<file path="src/rtl/cfe_pkg.sv">
package cfe_pkg;
   typedef enum logic [2:0] {
      ST_IDLE  = 3'd0,
      ST_READY = 3'd1,
      ST_RECV  = 3'd2,
      ST_EXEC  = 3'd3,
      ST_DONE  = 3'd4
   } cfe_state_e;

   localparam int unsigned B_RETRY  = 1;
   localparam int unsigned B_STDONE = 2;
   localparam int unsigned B_EXPECT = 3;
   localparam int unsigned B_DAVAIL = 4;
   localparam int unsigned B_GO     = 5;
   localparam int unsigned B_CMDRDY = 6;
   localparam int unsigned B_VALID  = 7;

   localparam logic [7:0] M_STDONE = 8'h04;
   localparam logic [7:0] M_EXPECT = 8'h08;
   localparam logic [7:0] M_DAVAIL = 8'h10;
   localparam logic [7:0] M_CMDRDY = 8'h40;
   localparam logic [7:0] M_VALID  = 8'h80;
   localparam logic [7:0] CTRL_MASK = 8'h62;
   localparam logic [7:0] NO_DATA  = 8'hFF;
endpackage

</file>
<file path="src/rtl/cfe_buffer.sv">
module cfe_buffer #(
   parameter int unsigned DEPTH = 256,
   localparam int unsigned AW = $clog2(DEPTH)
) (
   input  logic          clk,
   input  logic          we,
   input  logic [AW-1:0] waddr,
   input  logic [7:0]    wdata,
   input  logic [AW-1:0] raddr_a,
   output logic [7:0]    rdata_a,
   input  logic [AW-1:0] raddr_b,
   output logic [7:0]    rdata_b
);
   logic [7:0] mem [DEPTH];

   always_ff @(posedge clk) begin
      if (we) mem[waddr] <= wdata;
   end

   assign rdata_a = mem[raddr_a];
   assign rdata_b = mem[raddr_b];
endmodule

</file>
<file path="src/rtl/cfe_len_track.sv">
module cfe_len_track #(
   parameter int unsigned AW = 8
) (
   input  logic          clk,
   input  logic          rst_n,
   input  logic          we,
   input  logic [AW-1:0] waddr,
   input  logic [7:0]    wdata,
   output logic [31:0]   len_cur,
   output logic [31:0]   len_next
);
   logic [7:0] hdr  [4];
   logic [7:0] nxt  [4];
   logic       hit;
   logic [1:0] idx;

   assign hit = we && (waddr >= AW'(2)) && (waddr <= AW'(5));
   assign idx = 2'(waddr - AW'(2));

   for (genvar g = 0; g < 4; g++) begin : g_hdr
      always_ff @(posedge clk or negedge rst_n) begin
         if (!rst_n)                        hdr[g] <= 8'h00;
         else if (hit && idx == 2'(g))      hdr[g] <= wdata;
      end
      assign nxt[g] = (hit && idx == 2'(g)) ? wdata : hdr[g];
   end

   assign len_cur  = {hdr[0], hdr[1], hdr[2], hdr[3]};
   assign len_next = {nxt[0], nxt[1], nxt[2], nxt[3]};
endmodule

</file>
<file path="src/rtl/cfe_burst.sv">
module cfe_burst #(
   parameter int unsigned DEPTH = 256,
   parameter bit SAT_BYTE_READ  = 1'b1,
   localparam int unsigned PW = $clog2(DEPTH) + 1
) (
   input  logic [PW-1:0] ptr,
   input  logic [PW-1:0] rsp_len,
   input  logic          davail,
   input  logic          byte_read,
   output logic [15:0]   burst
);
   logic [PW-1:0] raw;

   assign raw = davail ? (rsp_len - ptr) : (PW'(DEPTH) - ptr);

   if (SAT_BYTE_READ && DEPTH > 255) begin : g_sat
      assign burst = (byte_read && raw > PW'(255)) ? 16'h00FF : 16'(raw);
   end else begin : g_plain
      logic unused_byte;
      assign unused_byte = byte_read;
      assign burst = 16'(raw);
   end
endmodule

</file>
<file path="src/rtl/cfe_ctrl.sv">
module cfe_ctrl
   import cfe_pkg::*;
#(
   parameter int unsigned DEPTH = 256,
   localparam int unsigned PW = $clog2(DEPTH) + 1
) (
   input  logic          clk,
   input  logic          rst_n,
   input  logic          host_wr,
   input  logic          host_rd,
   input  logic          host_fifo_sel,
   input  logic          host_active,
   input  logic [7:0]    host_wdata,
   input  logic [31:0]   len_next,
   input  logic [31:0]   len_cur,
   input  logic          be_done,
   input  logic          be_selftest,
   output cfe_state_e    state,
   output logic [PW-1:0] ptr,
   output logic [PW-1:0] rsp_len,
   output logic [7:0]    flags,
   output logic          host_store,
   output logic          be_start,
   output logic [PW-1:0] be_len,
   output logic          be_cancel,
   output logic          evt_cmd_ready
);
   logic          abort_pend;
   logic          sts_wr, fifo_wr, rd_take, room;
   logic [7:0]    ctl, keep, keep_d, wr_flags;
   logic [PW-1:0] wr_ptr, ptr_inc;

   assign sts_wr  = host_wr && host_active && !host_fifo_sel;
   assign fifo_wr = host_wr && host_active && host_fifo_sel &&
                    (state == ST_READY || state == ST_RECV);
   assign room    = ptr < PW'(DEPTH);
   assign host_store = fifo_wr && room &&
                       (state == ST_READY || flags[B_EXPECT]);
   assign rd_take = host_rd && host_active && host_fifo_sel &&
                    state == ST_DONE && flags[B_DAVAIL];
   assign ctl     = host_wdata & CTRL_MASK;
   assign keep    = flags & M_STDONE;
   assign keep_d  = keep | (be_selftest ? M_STDONE : 8'h00);
   assign ptr_inc = ptr + PW'(1);
   assign rsp_len = (len_cur > 32'(DEPTH)) ? PW'(DEPTH) : PW'(len_cur);

   // fill-side flag update for one FIFO byte
   always_comb begin
      wr_flags = (state == ST_READY) ? (keep | M_EXPECT | M_VALID) : flags;
      wr_ptr   = ptr + PW'(host_store);
      if (wr_flags[B_EXPECT] && !room) wr_flags = keep | M_VALID;
      if (wr_ptr > PW'(5) && wr_flags[B_EXPECT]) begin
         wr_flags = (len_next > 32'(wr_ptr)) ? (keep | M_EXPECT | M_VALID)
                                             : (keep | M_VALID);
      end
   end

   always_ff @(posedge clk or negedge rst_n) begin
      if (!rst_n) begin
         state         <= ST_IDLE;
         ptr           <= '0;
         flags         <= 8'h00;
         be_start      <= 1'b0;
         be_len        <= '0;
         be_cancel     <= 1'b0;
         evt_cmd_ready <= 1'b0;
         abort_pend    <= 1'b0;
      end else begin
         be_start      <= 1'b0;
         be_cancel     <= 1'b0;
         evt_cmd_ready <= 1'b0;
         if (be_done && state == ST_EXEC) begin
            ptr <= '0;
            if (abort_pend) begin
               state         <= ST_READY;
               flags         <= keep_d | M_CMDRDY;
               evt_cmd_ready <= 1'b1;
               abort_pend    <= 1'b0;
            end else begin
               state <= ST_DONE;
               flags <= keep_d | M_VALID | M_DAVAIL;
            end
         end else if (sts_wr && $onehot(ctl)) begin
            if (ctl[B_CMDRDY]) begin
               unique case (state)
                  ST_IDLE: begin
                     state         <= ST_READY;
                     flags         <= keep | M_CMDRDY;
                     evt_cmd_ready <= 1'b1;
                  end
                  ST_READY: ptr <= '0;
                  ST_RECV: begin
                     state         <= ST_READY;
                     ptr           <= '0;
                     flags         <= keep | M_CMDRDY;
                     evt_cmd_ready <= 1'b1;
                  end
                  ST_EXEC: begin
                     abort_pend <= 1'b1;
                     be_cancel  <= 1'b1;
                  end
                  ST_DONE: begin
                     ptr   <= '0;
                     state <= ST_READY;
                     if (!flags[B_CMDRDY]) begin
                        flags         <= keep | M_CMDRDY;
                        evt_cmd_ready <= 1'b1;
                     end else begin
                        flags <= flags & ~M_DAVAIL;
                     end
                  end
                  default: ;
               endcase
            end else if (ctl[B_GO]) begin
               if (state == ST_RECV && !flags[B_EXPECT]) begin
                  state    <= ST_EXEC;
                  be_start <= 1'b1;
                  be_len   <= ptr;
               end
            end else if (state == ST_DONE) begin
               ptr   <= '0;
               flags <= keep | M_VALID | M_DAVAIL;
            end
         end else if (fifo_wr) begin
            state <= ST_RECV;
            flags <= wr_flags;
            ptr   <= wr_ptr;
         end else if (rd_take) begin
            ptr <= ptr_inc;
            if (ptr_inc >= rsp_len) flags <= keep | M_VALID;
         end
      end
   end

   assert_ptr_range_R6: assert property (@(posedge clk) disable iff (!rst_n)
      ptr <= PW'(DEPTH));
   assert_expect_in_recv_R4: assert property (@(posedge clk) disable iff (!rst_n)
      flags[B_EXPECT] |-> state == ST_RECV);
   assert_davail_in_done_R9: assert property (@(posedge clk) disable iff (!rst_n)
      flags[B_DAVAIL] |-> state == ST_DONE);
   assert_start_in_exec_R7: assert property (@(posedge clk) disable iff (!rst_n)
      be_start |-> state == ST_EXEC);
   assert_cancel_in_exec_R13: assert property (@(posedge clk) disable iff (!rst_n)
      be_cancel |-> state == ST_EXEC);
   assert_done_entry_R8: assert property (@(posedge clk) disable iff (!rst_n)
      (state == ST_EXEC && be_done && !abort_pend) |=>
      (state == ST_DONE && ptr == '0 && flags[B_VALID] && flags[B_DAVAIL]));
   assert_selftest_sticky_R14: assert property (@(posedge clk) disable iff (!rst_n)
      flags[B_STDONE] |=> flags[B_STDONE]);
   // input contract: backend completes only an executing command
   assert_done_only_exec_R8: assert property (@(posedge clk) disable iff (!rst_n)
      be_done |-> state == ST_EXEC);
endmodule

</file>
<file path="src/rtl/cmdrsp_fifo_engine.sv">
module cmdrsp_fifo_engine
   import cfe_pkg::*;
#(
   parameter int unsigned DEPTH         = 256,
   parameter logic [1:0]  FAMILY        = 2'b10,
   parameter bit          SAT_BYTE_READ = 1'b1,
   localparam int unsigned AW = $clog2(DEPTH),
   localparam int unsigned PW = $clog2(DEPTH) + 1
) (
   input  logic          clk,
   input  logic          rst_n,
   input  logic          host_wr,
   input  logic          host_rd,
   input  logic          host_fifo_sel,
   input  logic          host_active,
   input  logic          host_byte_rd,
   input  logic [7:0]    host_wdata,
   output logic [31:0]   host_rdata,
   output logic          be_start,
   output logic [PW-1:0] be_len,
   output logic          be_cancel,
   input  logic [AW-1:0] be_raddr,
   output logic [7:0]    be_rdata,
   input  logic          be_we,
   input  logic [AW-1:0] be_waddr,
   input  logic [7:0]    be_wdata,
   input  logic          be_done,
   input  logic          be_selftest,
   output logic          evt_cmd_ready
);
   if (DEPTH < 8 || DEPTH > 4096) begin : g_bad_depth
      $error("cmdrsp_fifo_engine: DEPTH must lie in 8..4096");
   end

   cfe_state_e    state;
   logic [PW-1:0] ptr, rsp_len;
   logic [7:0]    flags, buf_rd, buf_wdata, fifo_byte;
   logic [AW-1:0] buf_waddr;
   logic [31:0]   len_cur, len_next;
   logic [15:0]   burst;
   logic          host_store, buf_we, be_we_ok;

   assign be_we_ok  = be_we && state == ST_EXEC;
   assign buf_we    = host_store || be_we_ok;
   assign buf_waddr = host_store ? ptr[AW-1:0] : be_waddr;
   assign buf_wdata = host_store ? host_wdata : be_wdata;

   cfe_buffer #(.DEPTH(DEPTH)) u_buf (
      .clk     (clk),
      .we      (buf_we),
      .waddr   (buf_waddr),
      .wdata   (buf_wdata),
      .raddr_a (ptr[AW-1:0]),
      .rdata_a (buf_rd),
      .raddr_b (be_raddr),
      .rdata_b (be_rdata)
   );

   cfe_len_track #(.AW(AW)) u_len (
      .clk      (clk),
      .rst_n    (rst_n),
      .we       (buf_we),
      .waddr    (buf_waddr),
      .wdata    (buf_wdata),
      .len_cur  (len_cur),
      .len_next (len_next)
   );

   cfe_ctrl #(.DEPTH(DEPTH)) u_ctrl (
      .clk           (clk),
      .rst_n         (rst_n),
      .host_wr       (host_wr),
      .host_rd       (host_rd),
      .host_fifo_sel (host_fifo_sel),
      .host_active   (host_active),
      .host_wdata    (host_wdata),
      .len_next      (len_next),
      .len_cur       (len_cur),
      .be_done       (be_done),
      .be_selftest   (be_selftest),
      .state         (state),
      .ptr           (ptr),
      .rsp_len       (rsp_len),
      .flags         (flags),
      .host_store    (host_store),
      .be_start      (be_start),
      .be_len        (be_len),
      .be_cancel     (be_cancel),
      .evt_cmd_ready (evt_cmd_ready)
   );

   cfe_burst #(.DEPTH(DEPTH), .SAT_BYTE_READ(SAT_BYTE_READ)) u_burst (
      .ptr       (ptr),
      .rsp_len   (rsp_len),
      .davail    (flags[B_DAVAIL]),
      .byte_read (host_byte_rd),
      .burst     (burst)
   );

   assign fifo_byte = (state == ST_DONE && flags[B_DAVAIL]) ? buf_rd : NO_DATA;

   always_comb begin
      if (!host_active)       host_rdata = 32'hFFFF_FFFF;
      else if (host_fifo_sel) host_rdata = {24'h0, fifo_byte};
      else                    host_rdata = {4'h0, FAMILY, 2'b00, burst, flags};
   end
endmodule

</file>
<file path="config.mk">
export PLATFORM = sky130hd
export DESIGN_NAME = cmdrsp_fifo_engine
export DESIGN_NICKNAME = d
export VERILOG_FILES = /design/src/rtl/cfe_pkg.sv /design/src/rtl/cfe_buffer.sv /design/src/rtl/cfe_len_track.sv /design/src/rtl/cfe_burst.sv /design/src/rtl/cfe_ctrl.sv /design/src/rtl/cmdrsp_fifo_engine.sv
export SDC_FILE = /design/constraint.sdc
export NUM_CORES = 2
export LEC_CHECK = 0
export BUFFER_PORTS_ARGS = -buffer_cell sky130_fd_sc_hd__buf_2
export CORE_AREA = 2 2 407 510
export CTS_CLUSTER_DIAMETER = 200
export DETAILED_ROUTE_END_ITERATION = 12
export DIE_AREA = 0 0 409 512
export HOLD_SLACK_MARGIN = 0.05
export MAX_ROUTING_LAYER = met4
export PLACE_DENSITY = 0.65
export SYNTH_ARGS = -nofsm -noshare
export SYNTH_HDL_FRONTEND = slang
export SYNTH_HIERARCHICAL = 1
export SYNTH_SLANG_ARGS = --single-unit
</file>
<file path="constraint.sdc">
create_clock -name clk -period 6.4 [get_ports clk]
set_clock_uncertainty 0.2 [all_clocks]
set_input_delay 0.32 -clock clk [delete_from_list [all_inputs] [get_ports clk]]
set_output_delay 0.32 -clock clk [all_outputs]
set_load 0.01 [all_outputs]
</file>
==> flow_metrics.env <==
export IMPL_layout_drive_gt1_share=0.317
export IMPL_h_tree_depth=4
export IMPL_power_leakage_nw=35.8
export IMPL_insertion_delay_ns=0.86
export IMPL_gp_congestion=0.984
export IMPL_yosysSeqAreaShare=0.620
export IMPL_first_pass_iters=6
export IMPL_synth_cell_types=100
export IMPL_clock_sinks=2110
export IMPL_synth_flop_cell="edfxtp_1"
export IMPL_routed_via_density=7.08
export IMPL_fin_nets=5557
export IMPL_min_path_cells=2
export IMPL_grt_pass1_vias=58900
export IMPL_place_inst=7995
export IMPL_ys_async_sr_fraction=0.0294
export IMPL_r2r_end="u_buf/mem[218][6]"
export IMPL_clockRootBuffer="clkbuf_16"
export IMPL_postSynthCellCount=5378
export IMPL_die_area_um2=209000
export IMPL_cts_tree="yes"
export IMPL_outcome="finished, violations left"
export IMPL_clock_fmax_mhz=156
export IMPL_p_seq_frac=0.397
export IMPL_yosysMostFrequentCell="edfxtp_1"
export IMPL_syn_area_per_cell_um2=18.9
export IMPL_gr_total_overflow=0
export IMPL_synth_area_leaders="edfxtp_1, mux4_2, mux2i_1"
export IMPL_hold_start="host_wdata[0]"
export IMPL_relSlewSlack=0.0721
export IMPL_std_cell_rows=186
export IMPL_holdPathEnd="u_buf/mem[0][0]"
export IMPL_yosysWarnings=6
export IMPL_comb_power_share=0.297
export IMPL_grt_pass1_wl_um=450000
export IMPL_synth_common_cells="edfxtp_1, mux4_2, nor2_1"
export IMPL_syn_area_um2=102000
export IMPL_port_buffers=93
export IMPL_worstPathRequired_ns=5.88
export IMPL_grt_total_usage=0.315
export IMPL_cts_resized=0
export IMPL_reg2reg_slack_ns=0.97
export IMPL_ys_ff_latch=2110
export IMPL_synth_edf_count=2048
export IMPL_p_int_mw=26.8
export IMPL_fin_crit_sh=1.00
export IMPL_arrival_ns=5.90
export IMPL_core_area_um2=205000
export IMPL_drt_iter0_markers=8783
export IMPL_antenna_found_initial=26
export IMPL_drc=0
export IMPL_fp_dieW_um=409
export IMPL_drv_cap=0
export IMPL_wl_per_cell_um=38.2
export IMPL_synth_top_cell_area_share=0.605
export IMPL_worstMarginPinSlew_ns=1.39
export IMPL_cts_buffer_depth=3
export IMPL_clk_pin_slew_ns=0.07
export IMPL_ir_drop_mv=0.278
export IMPL_p_sw_mw=12.4
export IMPL_vias=59400
export IMPL_grt_start_max_net_pins=201
export IMPL_crit_type="flop to primary output"
export IMPL_setup_viol=1
export IMPL_fin_cells=8397
export IMPL_crit_fanout=30
export IMPL_ant_nets=0
export IMPL_finalCriticalPeriod_ns=6.42
export IMPL_critPathLaunchType="flop"
export IMPL_syn_to_final_growth_pct=9.80
export IMPL_finalHoldViolCount=0
export IMPL_reg2reg_from="u_ctrl/state[0]"
export IMPL_initial_core_util=0.497
export IMPL_violations="setup timing"
export IMPL_r2r_worst_path_cells=8
export IMPL_crit_path_end_kind="primary output"
export IMPL_design_area_um2=112000
export IMPL_swShare=0.316
export IMPL_slew_violations=0
export IMPL_fin_hold_ws_ns=0.0768
export IMPL_tns_ns=-0.0205
export IMPL_fillCellCount=15600
export IMPL_wl_um=321000
export IMPL_dp_hpwl_um=213000
export IMPL_layout_setup_ws_ns=-0.0205
export IMPL_numCtsBuffers=198
export IMPL_holdCritPathClass="primary input to flop"
export IMPL_io_pins=94
export IMPL_yosysTopAreaCell="edfxtp_1"
export IMPL_p_clk_frac=0.306
export IMPL_grt_setup_unrepaired="no"
export IMPL_power_density_nw_per_um2=351
export IMPL_dpl_cell_area_um2=105000
export IMPL_report_power_total_mw=39.2
export IMPL_die_h_um=512
## placed cells by master, fill, tap and decap left out, types with 21 or more instances in the layout
master / synthesis / layout
ha_1: 28 / 28
nand4_1: 21 / 21
mux2i_1: 236 / 236
and2_1: 22 / 22
mux4_2: 1051 / 1051
edfxtp_1: 2048 / 2048
nand3_1: 63 / 63
buf_4: 62 / 197
a211oi_1: 31 / 29
inv_1: 44 / 44
mux2_2: 87 / 79
a221oi_1: 32 / 32
buf_12: 8 / 30
o22ai_1: 51 / 51
dfrtp_1: 62 / 56
nor3_1: 32 / 31
clkinv_1: 5 / 47
clkinv_2: 0 / 36
clkbuf_16: 0 / 200
nor2_1: 322 / 321
nand2_1: 180 / 180
nor2b_1: 34 / 33
clkbuf_1: 143 / 42
bufinv_16: 0 / 23
buf_2: 111 / 88
a21oi_1: 92 / 92
a22oi_1: 65 / 65
a22o_1: 25 / 25
o21ai_0: 64 / 64
o221ai_1: 65 / 65
## area by class of cell
cell class	instances	area (um^2)	share of cell area
Sequential cell	2110	63100	0.565
Multi-Input combinational cell	2793	35700	0.320
Clock buffer	242	5160	0.0462
Tap cell	2726	3410	0.0305
Timing Repair Buffer	333	2710	0.0243
Clock inverter	124	1320	0.0118
Inverter	49	188	0.00168
Antenna cell	20	50.0	0.000448
## per-layer routing
metal  wire length (um)  track usage  vias to the layer above
li1                   -            -                    23100
met1             113000        0.400                    31700
met2             154000        0.486                     3890
met3              33700       0.0671                      752
met4              19200        0.154                        0
met5                  0            -                        -
## state kept, by name (all words and copies together), names as in the netlist
register	count
u_ctrl/abort_pend	1
u_ctrl/be_len	9
u_ctrl/evt_cmd_ready	1
u_buf/mem	2048
u_len/len_cur	32
u_ctrl/flags	5
u_ctrl/be_start	1
u_ctrl/state	3
u_ctrl/be_cancel	1
u_ctrl/ptr	9
## metrics by stage
step | setup WS [ns] | utilization
2_1_floorplan | 1.19 | -
3_3_place_gp | 0.979 | 0.513
3_5_place_dp | 1.04 | 0.513
4_1_cts | 0.0706 | 0.546
5_1_grt | 0.0123 | 0.546
6_report | -0.0205 | 0.546
## logic make-up (layout without fill, tap and decap cells)
family	Yosys count	after routing	share of synthesized area
fa+ha+maj	30	30	0.00384
simple gates	779	779	0.0362
flops	2110	2110	0.620
mux	1377	1377	0.266
other cells	2	30	0.0000739
compound gates	573	573	0.0415
buf+inv	483	748	0.0303
xor+xnor	24	24	0.00207
## repair_timing
action,CTS,global route
setup buffers,0,0
hold buffers,15,0
endpoints found under the hold margin,94,0
## power groups by stage
stage	clock network, mW	logic [mW]	registers (mW)
global route	12.6	11.9	15.6
global placement	0	11.4	15.9
finish	12.0	11.6	15.6
detailed placement	0	11.4	15.9
floorplan	0	7.82	15.6
CTS	12.1	11.5	15.6
## worst max-delay path, stage by stage, from the launching register on
cell and delay (ns):
dfrtp_4 0.94, buf_4 0.48, mux4_2 0.59, a221oi_1 0.96, o32ai_1 0.22, nor3_1 0.76
nor4_1 0.27, buf_4 0.24, o32a_1 0.34, buf_2 0.14
## worst max path at each step
stage          cells past startpoint               to       startpoint  slack (ns)
3_3_place_gp                       9    host_rdata[6]    u_ctrl/ptr[0]        0.98
5_1_grt                           11    host_rdata[4]    u_ctrl/ptr[0]        0.01
6_report                           9    host_rdata[4]    u_ctrl/ptr[0]       -0.02
4_1_cts                           11    host_rdata[4]    u_ctrl/ptr[0]        0.07
2_1_floorplan                     14  u_ctrl/flags[3]  u_ctrl/state[0]        1.19
3_5_place_dp                      11    host_rdata[4]    u_ctrl/ptr[0]        1.04
No activity file was read; power rests on OpenSTA's default activity.
